`src/rtl/lane_ovr_pkg.sv`:
```
package lane_ovr_pkg;
  localparam int REG_W = 16;

  // Register bases for lane 0; lanes are spaced by 1 << LANE_SH
  localparam logic [REG_W-1:0] TXSTS_BASE = 16'h2001;
  localparam logic [REG_W-1:0] RXSTS_BASE = 16'h2002;
  localparam logic [REG_W-1:0] TXOVR_BASE = 16'h2004;
  localparam logic [REG_W-1:0] RXOVR_BASE = 16'h2005;
  localparam int LANE_SH = 8;

  // Bit positions
  localparam int HALF_RATE_BIT = 0;
  localparam int DPLL_LSB      = 8;
  localparam int DPLL_RST_BIT  = 11;
  localparam int ATTEN_LSB     = 10;
  localparam int RX_OVR_BIT    = 14;
  localparam int TX_OVR_BIT    = 15;

  typedef enum logic [4:0] {
    S_IDLE, S_DIS_RD, S_DIS_WR, S_RST_GO, S_RST_WAIT, S_POLL_RD,
    S_RXM_RD, S_RXM_W0, S_RXM_W1, S_RXM_W2, S_RXM_W3, S_RXM_W4,
    S_SETTLE, S_TX_RD, S_TX_W0, S_TX_W1, S_TX_W2, S_DECIDE
  } seq_state_t;

  function automatic logic [REG_W-1:0] bit_mask(input int pos);
    return REG_W'(1) << pos;
  endfunction

  function automatic logic [REG_W-1:0] lane_reg(input logic [REG_W-1:0] base,
                                                input logic [7:0] ln);
    return base + (REG_W'(ln) << LANE_SH);
  endfunction

  function automatic logic [REG_W-1:0] set_dpll_mode(input logic [REG_W-1:0] v,
                                                     input logic [2:0] mode);
    return (v & ~(REG_W'(7) << DPLL_LSB)) | (REG_W'(mode) << DPLL_LSB);
  endfunction

  function automatic logic [REG_W-1:0] place_atten(input logic [REG_W-1:0] v,
                                                   input logic [2:0] a);
    return v | (REG_W'(a) << ATTEN_LSB);
  endfunction
endpackage

```
`src/rtl/lane_ovr_timer.sv`:
```
module lane_ovr_timer #(
  parameter int COUNT = 16,
  localparam int CW = $clog2(COUNT + 1)
) (
  input  logic clk,
  input  logic rst_n,
  input  logic load,
  output logic last
);
  logic [CW-1:0] cnt;

  always_ff @(posedge clk or negedge rst_n) begin
    if (!rst_n)          cnt <= '0;
    else if (load)       cnt <= CW'(COUNT);
    else if (cnt != '0)  cnt <= cnt - 1'b1;
  end

  assign last = (cnt == CW'(1));
endmodule

```
`src/rtl/lane_ovr_opgen.sv`:
```
module lane_ovr_opgen
  import lane_ovr_pkg::*;
#(
  parameter int LANE_W    = 2,
  parameter int DPLL_MODE = 3
) (
  input  seq_state_t       st,
  input  logic [LANE_W-1:0] ln,
  input  logic [REG_W-1:0] cur,
  input  logic [2:0]       atten,
  output logic             op_active,
  output logic             op_we,
  output logic [REG_W-1:0] op_addr,
  output logic [REG_W-1:0] op_wdata
);
  logic [7:0] ln8;
  assign ln8 = 8'(ln);

  always_comb begin
    op_active = 1'b1;
    op_we     = 1'b1;
    op_addr   = lane_reg(RXOVR_BASE, ln8);
    op_wdata  = cur;
    case (st)
      S_DIS_RD, S_POLL_RD, S_RXM_RD: begin
        op_we   = 1'b0;
        op_addr = lane_reg(RXSTS_BASE, ln8);
      end
      S_DIS_WR, S_RXM_W0: op_wdata = cur & ~bit_mask(RX_OVR_BIT);
      S_RXM_W1: op_wdata = cur | bit_mask(RX_OVR_BIT);
      S_RXM_W2: op_wdata = set_dpll_mode(cur, 3'(DPLL_MODE));
      S_RXM_W3: op_wdata = cur | bit_mask(DPLL_RST_BIT);
      S_RXM_W4: op_wdata = cur & ~bit_mask(DPLL_RST_BIT);
      S_TX_RD: begin
        op_we   = 1'b0;
        op_addr = lane_reg(TXSTS_BASE, ln8);
      end
      S_TX_W0: begin
        op_addr  = lane_reg(TXOVR_BASE, ln8);
        op_wdata = cur & ~bit_mask(TX_OVR_BIT);
      end
      S_TX_W1: begin
        op_addr  = lane_reg(TXOVR_BASE, ln8);
        op_wdata = cur | bit_mask(TX_OVR_BIT);
      end
      S_TX_W2: begin
        op_addr  = lane_reg(TXOVR_BASE, ln8);
        op_wdata = place_atten(cur, atten);
      end
      default: begin
        op_active = 1'b0;
        op_we     = 1'b0;
      end
    endcase
  end
endmodule

```
`src/rtl/lane_ovr_seq.sv`:
```
module lane_ovr_seq
  import lane_ovr_pkg::*;
#(
  parameter int LANE_W        = 2,
  parameter int MAX_RETRY     = 100,
  parameter int POLL_LIMIT    = 1000,
  parameter int SETTLE_CYCLES = 750000,
  parameter int DPLL_MODE     = 3,
  localparam int ATT_W = $clog2(MAX_RETRY + 2)
) (
  input  logic              clk,
  input  logic              rst_n,
  input  logic              start,
  input  logic [LANE_W-1:0] lane,
  input  logic [3:0]        tx_atten,
  output logic              phy_req,
  output logic              phy_we,
  output logic [REG_W-1:0]  phy_addr,
  output logic [REG_W-1:0]  phy_wdata,
  input  logic              phy_ack,
  input  logic [REG_W-1:0]  phy_rdata,
  output logic              hreset_go,
  input  logic              hreset_done,
  input  logic              hreset_online,
  input  logic [1:0]        link_det,
  output logic              done,
  output logic              done_online,
  output logic [ATT_W-1:0]  done_attempts
);
  localparam int POLL_W = $clog2(POLL_LIMIT + 1);

  seq_state_t        st, op_next;
  logic [LANE_W-1:0] lane_q;
  logic [3:0]        atten_q;
  logic [REG_W-1:0]  cur_q;
  logic              online_q, nodev_q;
  logic [ATT_W-1:0]  att_q;
  logic [POLL_W-1:0] poll_q, poll_inc;
  logic              done_q, done_online_q;
  logic [ATT_W-1:0]  done_att_q;

  logic op_active, op_we, op_done, poll_more, settle_last;
  logic [REG_W-1:0] op_addr, op_wdata;

  // Named internal events, observed by the bound checker
  logic settle_enter, poll_ack;

  lane_ovr_opgen #(.LANE_W(LANE_W), .DPLL_MODE(DPLL_MODE)) u_opgen (
    .st(st), .ln(lane_q), .cur(cur_q), .atten(atten_q[2:0]),
    .op_active(op_active), .op_we(op_we), .op_addr(op_addr), .op_wdata(op_wdata)
  );

  lane_ovr_timer #(.COUNT(SETTLE_CYCLES)) u_settle (
    .clk(clk), .rst_n(rst_n), .load(settle_enter), .last(settle_last)
  );

  assign op_done      = op_active && phy_ack;
  assign settle_enter = (st == S_RXM_W4) && phy_ack;
  assign poll_ack     = (st == S_POLL_RD) && phy_ack;
  assign poll_inc     = poll_q + POLL_W'(1);
  assign poll_more    = phy_rdata[HALF_RATE_BIT] && (poll_inc < POLL_W'(POLL_LIMIT));

  always_comb begin
    op_next = S_IDLE;
    case (st)
      S_DIS_RD:  op_next = S_DIS_WR;
      S_DIS_WR:  op_next = S_RST_GO;
      S_POLL_RD: op_next = poll_more ? S_POLL_RD : S_RXM_RD;
      S_RXM_RD:  op_next = S_RXM_W0;
      S_RXM_W0:  op_next = S_RXM_W1;
      S_RXM_W1:  op_next = S_RXM_W2;
      S_RXM_W2:  op_next = S_RXM_W3;
      S_RXM_W3:  op_next = S_RXM_W4;
      S_RXM_W4:  op_next = S_SETTLE;
      S_TX_RD:   op_next = S_TX_W0;
      S_TX_W0:   op_next = S_TX_W1;
      S_TX_W1:   op_next = S_TX_W2;
      S_TX_W2:   op_next = S_DECIDE;
      default:   op_next = S_IDLE;
    endcase
  end

  always_ff @(posedge clk or negedge rst_n) begin
    if (!rst_n) begin
      st            <= S_IDLE;
      lane_q        <= '0;
      atten_q       <= '0;
      cur_q         <= '0;
      online_q      <= 1'b0;
      nodev_q       <= 1'b0;
      att_q         <= '0;
      poll_q        <= '0;
      done_q        <= 1'b0;
      done_online_q <= 1'b0;
      done_att_q    <= '0;
    end else begin
      done_q <= 1'b0;
      if (op_done) begin
        cur_q <= op_we ? op_wdata : phy_rdata;
        st    <= op_next;
        if (poll_ack) poll_q <= poll_inc;
      end else begin
        case (st)
          S_IDLE: if (start) begin
            lane_q  <= lane;
            atten_q <= tx_atten;
            att_q   <= '0;
            st      <= S_DIS_RD;
          end
          S_RST_GO: begin
            att_q <= att_q + 1'b1;
            st    <= S_RST_WAIT;
          end
          S_RST_WAIT: if (hreset_done) begin
            online_q <= hreset_online;
            nodev_q  <= (link_det == 2'b00);
            poll_q   <= '0;
            st       <= S_POLL_RD;
          end
          S_SETTLE: if (settle_last) st <= atten_q[3] ? S_DECIDE : S_TX_RD;
          S_DECIDE: begin
            if (nodev_q || online_q || att_q == ATT_W'(MAX_RETRY + 1)) begin
              done_q        <= 1'b1;
              done_online_q <= online_q;
              done_att_q    <= att_q;
              st            <= S_IDLE;
            end else begin
              st <= S_DIS_RD;
            end
          end
          default: ;
        endcase
      end
    end
  end

  assign phy_req       = op_active;
  assign phy_we        = op_we;
  assign phy_addr      = op_addr;
  assign phy_wdata     = op_wdata;
  assign hreset_go     = (st == S_RST_GO);
  assign done          = done_q;
  assign done_online   = done_online_q;
  assign done_attempts = done_att_q;
endmodule

```
`config.mk`:
```
export PLATFORM = sky130hd
export DESIGN_NAME = lane_ovr_seq
export DESIGN_NICKNAME = d
export VERILOG_FILES = /design/src/rtl/lane_ovr_pkg.sv /design/src/rtl/lane_ovr_timer.sv /design/src/rtl/lane_ovr_opgen.sv /design/src/rtl/lane_ovr_seq.sv
export SDC_FILE = /design/constraint.sdc
export NUM_CORES = 1
export LEC_CHECK = 0
export BUFFER_PORTS_ARGS = -buffer_cell sky130_fd_sc_hd__buf_2
export CAP_MARGIN = 20
export CORE_MARGIN = 4
export CORE_UTILIZATION = 55
export DETAILED_ROUTE_END_ITERATION = 8
export GPL_ROUTABILITY_DRIVEN = 0
export MAX_ROUTING_LAYER = met4
export PLACE_DENSITY_LB_ADDON = 0.3
export RECOVER_POWER = 100
export SYNTH_ARGS = -nofsm -noshare
export SYNTH_HDL_FRONTEND = slang
export SYNTH_SLANG_ARGS = --single-unit
```
`constraint.sdc`:
```
create_clock -name clk -period 2.4 [get_ports clk]
set_clock_uncertainty 0.1 [all_clocks]
set_input_delay 0.24 -clock clk [delete_from_list [all_inputs] [get_ports clk]]
set_output_delay 0.24 -clock clk [all_outputs]
set_load 0.03 [all_outputs]
```
==> metrics.log <==
INFO  metric run_status = finished clean
INFO  metric holdWs = 0.0165 ns
INFO  metric flow.area_growth_from_synthesis = 19.8%
INFO  metric finalInstanceArea = about 5000 um^2
INFO  metric global_route.overflow_total = 0
INFO  metric final.fill_count = between 500 and 600
INFO  metric diodes = 0
INFO  metric synthDistinctLibCells = between 50 and 60
INFO  metric layout.cells.most_common = sky130_fd_sc_hd__dfrtp_1
INFO  metric timing.slew.headroom = 0.375
INFO  metric fin_tns_setup = 0 ns
INFO  metric time_the_final_worst_path_needs_with_i_o_delays_and_setup = ~2.3 ns
INFO  metric worstSetupStartpointType = register
INFO  metric vias = 3,446
INFO  metric cts_buffers = 9
INFO  metric dp.final_hpwl = 6340 um
INFO  metric grt_antenna_before_repair = 0
INFO  metric final_cell_mix = sky130_fd_sc_hd__dfrtp_1, sky130_fd_sc_hd__nand2_1, sky130_fd_sc_hd__buf_2
INFO  metric drt.antenna.violating_nets = 0
INFO  metric via_count_normalized_by_instance_count = 5.61
INFO  metric row_count = 31
INFO  metric critical_path_peak_fanout = 10
INFO  metric path_class = register to primary output
INFO  metric tritoncts_num_sinks = between 70 and 80
INFO  metric synth_edf_count = 0
INFO  metric synth_area_per_cell = 9.60 um^2
INFO  metric floorplan.die_area = 9000 um^2
INFO  metric yosys_warning_total = 0
INFO  metric wp_data_required = 2.06 ns
INFO  metric synth-seq-cells = 75
INFO  metric wl_final = ~9500 um
INFO  metric cp-end-kind = primary output
INFO  metric final-hold-violation-count = 0
INFO  metric grt_max_degree = 76
INFO  metric synthCells = 432
INFO  metric detailedRoute.firstPassIterationCount = 5
INFO  metric ioPinCount = 74
INFO  metric initial_core_util = 0.569
INFO  metric placedInstanceArea = between 4000 and 5000 um^2
INFO  metric tightest_slew = about 0.94 ns
INFO  metric die-width = 94.9 um
INFO  metric synth_async_sr_flop_share = 1.00
INFO  metric grt_pass1_wl = 15,500 um
INFO  metric maxClockFrequency = 432 MHz
INFO  metric cellPowerDensity = between 1000 and 1500 nW/um^2
INFO  metric area_inside_the_core_boundary = around 7300 um^2
INFO  metric ctsHtreeMaxLevel = 3
INFO  metric post-place-cells = just under 600
INFO  metric global_route_total_usage_across_every_layer = 0.227
INFO  metric clock_tree.buffer_depth = 2
INFO  metric setup_viol = 0
INFO  metric timing.final.ws_setup = 0.0850 ns
INFO  metric detailedRoute.firstIterationViolations = 253
INFO  metric post_route_drc_violation_count = 0
INFO  metric cts_root_buffer = sky130_fd_sc_hd__clkbuf_8
INFO  metric timing.hold.worst.class = input port to register
INFO  metric synth_area = 4150 um^2
INFO  metric layout_worst_path_cycle_share = 0.965
INFO  metric clk_pin_slew = 0.09 ns
INFO  metric synth-seq-area-share = 0.452
INFO  metric clk_latency = roughly 0.35 ns
INFO  metric die-height = 94.9 um
INFO  metric nets = about 550
INFO  metric synth_ff_type = sky130_fd_sc_hd__dfrtp_1
INFO  metric maxCapViolCount = 0
INFO  metric crit_arrival = 1.98 ns
INFO  metric numPortBuffers = 62
INFO  metric worst_ir_drop_vdd = 1.03 mV
INFO  metric first_global_vias = ~3.3k
INFO  metric clock_tree_from_tritoncts = done
INFO  metric drive_above_1_share = 0.229
INFO  metric final-instance-count-excl-fill = a little over 600
INFO  metric report.final.slew_viol_count = 0
INFO  metric power.leakage = 0.00233 uW
INFO  metric detail_route.wl_per_cell = roughly 16 um
INFO  metric pre_cts_slack = 0.136 ns
[layout make-up]
class	instances	area [um^2]	share of cell area
clock buffer	9	124	0.0249
clock inverter	7	164	0.0330
inverter	10	41.3	0.00830
multi-input combinational	316	2030	0.408
sequential	75	1880	0.379
tap	99	124	0.0249
timing repair buffer	98	608	0.122
[stage by stage]
step                 util  total power [uW]
floorplan               -              4360
global route        0.682              6920
detailed placement  0.616              5000
global placement    0.616              4920
finish              0.682              6510
CTS                 0.672              6450
[critical path, stage by stage, from the launching register on]
cell                       delay [ns]
sky130_fd_sc_hd__dfrtp_2         0.49
sky130_fd_sc_hd__inv_1           0.19
sky130_fd_sc_hd__o21ai_0         0.19
sky130_fd_sc_hd__a21oi_1         0.08
sky130_fd_sc_hd__o21bai_1        0.23
sky130_fd_sc_hd__buf_4           0.23
sky130_fd_sc_hd__buf_2           0.22
[timing repair]
item	in CTS	in global routing
endpoints found under the setup margin	4	10
gates resized for setup	4	7
buffers inserted	0	6
hold buffers	11	3
hold endpoints to repair	84	3
[synth_stat cells, types with 8 or more instances]
cell	count	area share
sky130_fd_sc_hd__nand3_1	20	0.024
sky130_fd_sc_hd__nor3_1	13	0.016
sky130_fd_sc_hd__buf_4	23	0.042
sky130_fd_sc_hd__mux2_2	9	0.024
sky130_fd_sc_hd__nor2_1	31	0.028
sky130_fd_sc_hd__xnor2_1	15	0.032
sky130_fd_sc_hd__and3_1	12	0.018
sky130_fd_sc_hd__inv_1	10	0.0090
sky130_fd_sc_hd__a21oi_1	20	0.024
sky130_fd_sc_hd__clkbuf_1	12	0.011
sky130_fd_sc_hd__nand2_1	46	0.042
sky130_fd_sc_hd__nand2b_1	8	0.012
sky130_fd_sc_hd__o21ai_0	29	0.035
sky130_fd_sc_hd__dfrtp_1	75	0.45
sky130_fd_sc_hd__mux2_4	8	0.029
[routing by layer]
metal  GRT usage  vias up  share of wire
li1            -     1643              -
met4      0.0841        0          0.023
met1       0.302     1643           0.44
met3      0.0518       23          0.065
met5           -        -              0
met2       0.342      137           0.47
[logic make-up (layout without fill, tap and decap cells)]
| kind of cell | count (synthesis) | after routing | synth area share |
|---|---|---|---|
| xor gates and xnor gates | 21 | 21 | 0.0443 |
| and+or+nand+nor | 167 | 167 | 0.207 |
| muxes | 23 | 23 | 0.0679 |
| AOI/OAI and AO/OA | 89 | 89 | 0.140 |
| other | 2 | 11 | 0.00181 |
| adders and majority gates | 5 | 5 | 0.0151 |
| DFF | 75 | 75 | 0.452 |
| buffers and inverters | 50 | 124 | 0.0721 |
[report_power, final]
part / leakage [uW] / internal [uW] / total [uW] / switching (uW)
sequential: 0.000940 / 1720 / 2200 / 486
combinational: 0.00124 / 1170 / 2920 / 1750
clock: 0.000143 / 901 / 1390 / 486
total: 0.00233 / 3790 / 6510 / 2720
[path summary, 6_finish.rpt]
path                            depth (start not counted)                to          from  slack, ns
worst max-delay path                                    6            phy_we         st[0]       0.08
worst min-delay path                                    2          cur_q[5]  phy_rdata[5]       0.02
worst max register to register                          6             st[2]         st[0]       0.12
worst min register to register                          2        atten_q[2]    atten_q[2]       0.38
max in group asynchronous                               2             st[4]         rst_n       1.06
min in group asynchronous                               2  u_settle.cnt[13]         rst_n       0.47
[state kept, by name (all words and copies together), names as in the netlist]
signal,flops
done_attempts,7
cur_q,16
poll_q,10
att_q,7
done_online,1
st,5
done,1
u_settle.cnt,20
lane_q,2
online_q,1
nodev_q,1
atten_q,4
Note: power is estimated with default switching activity, not from simulation.
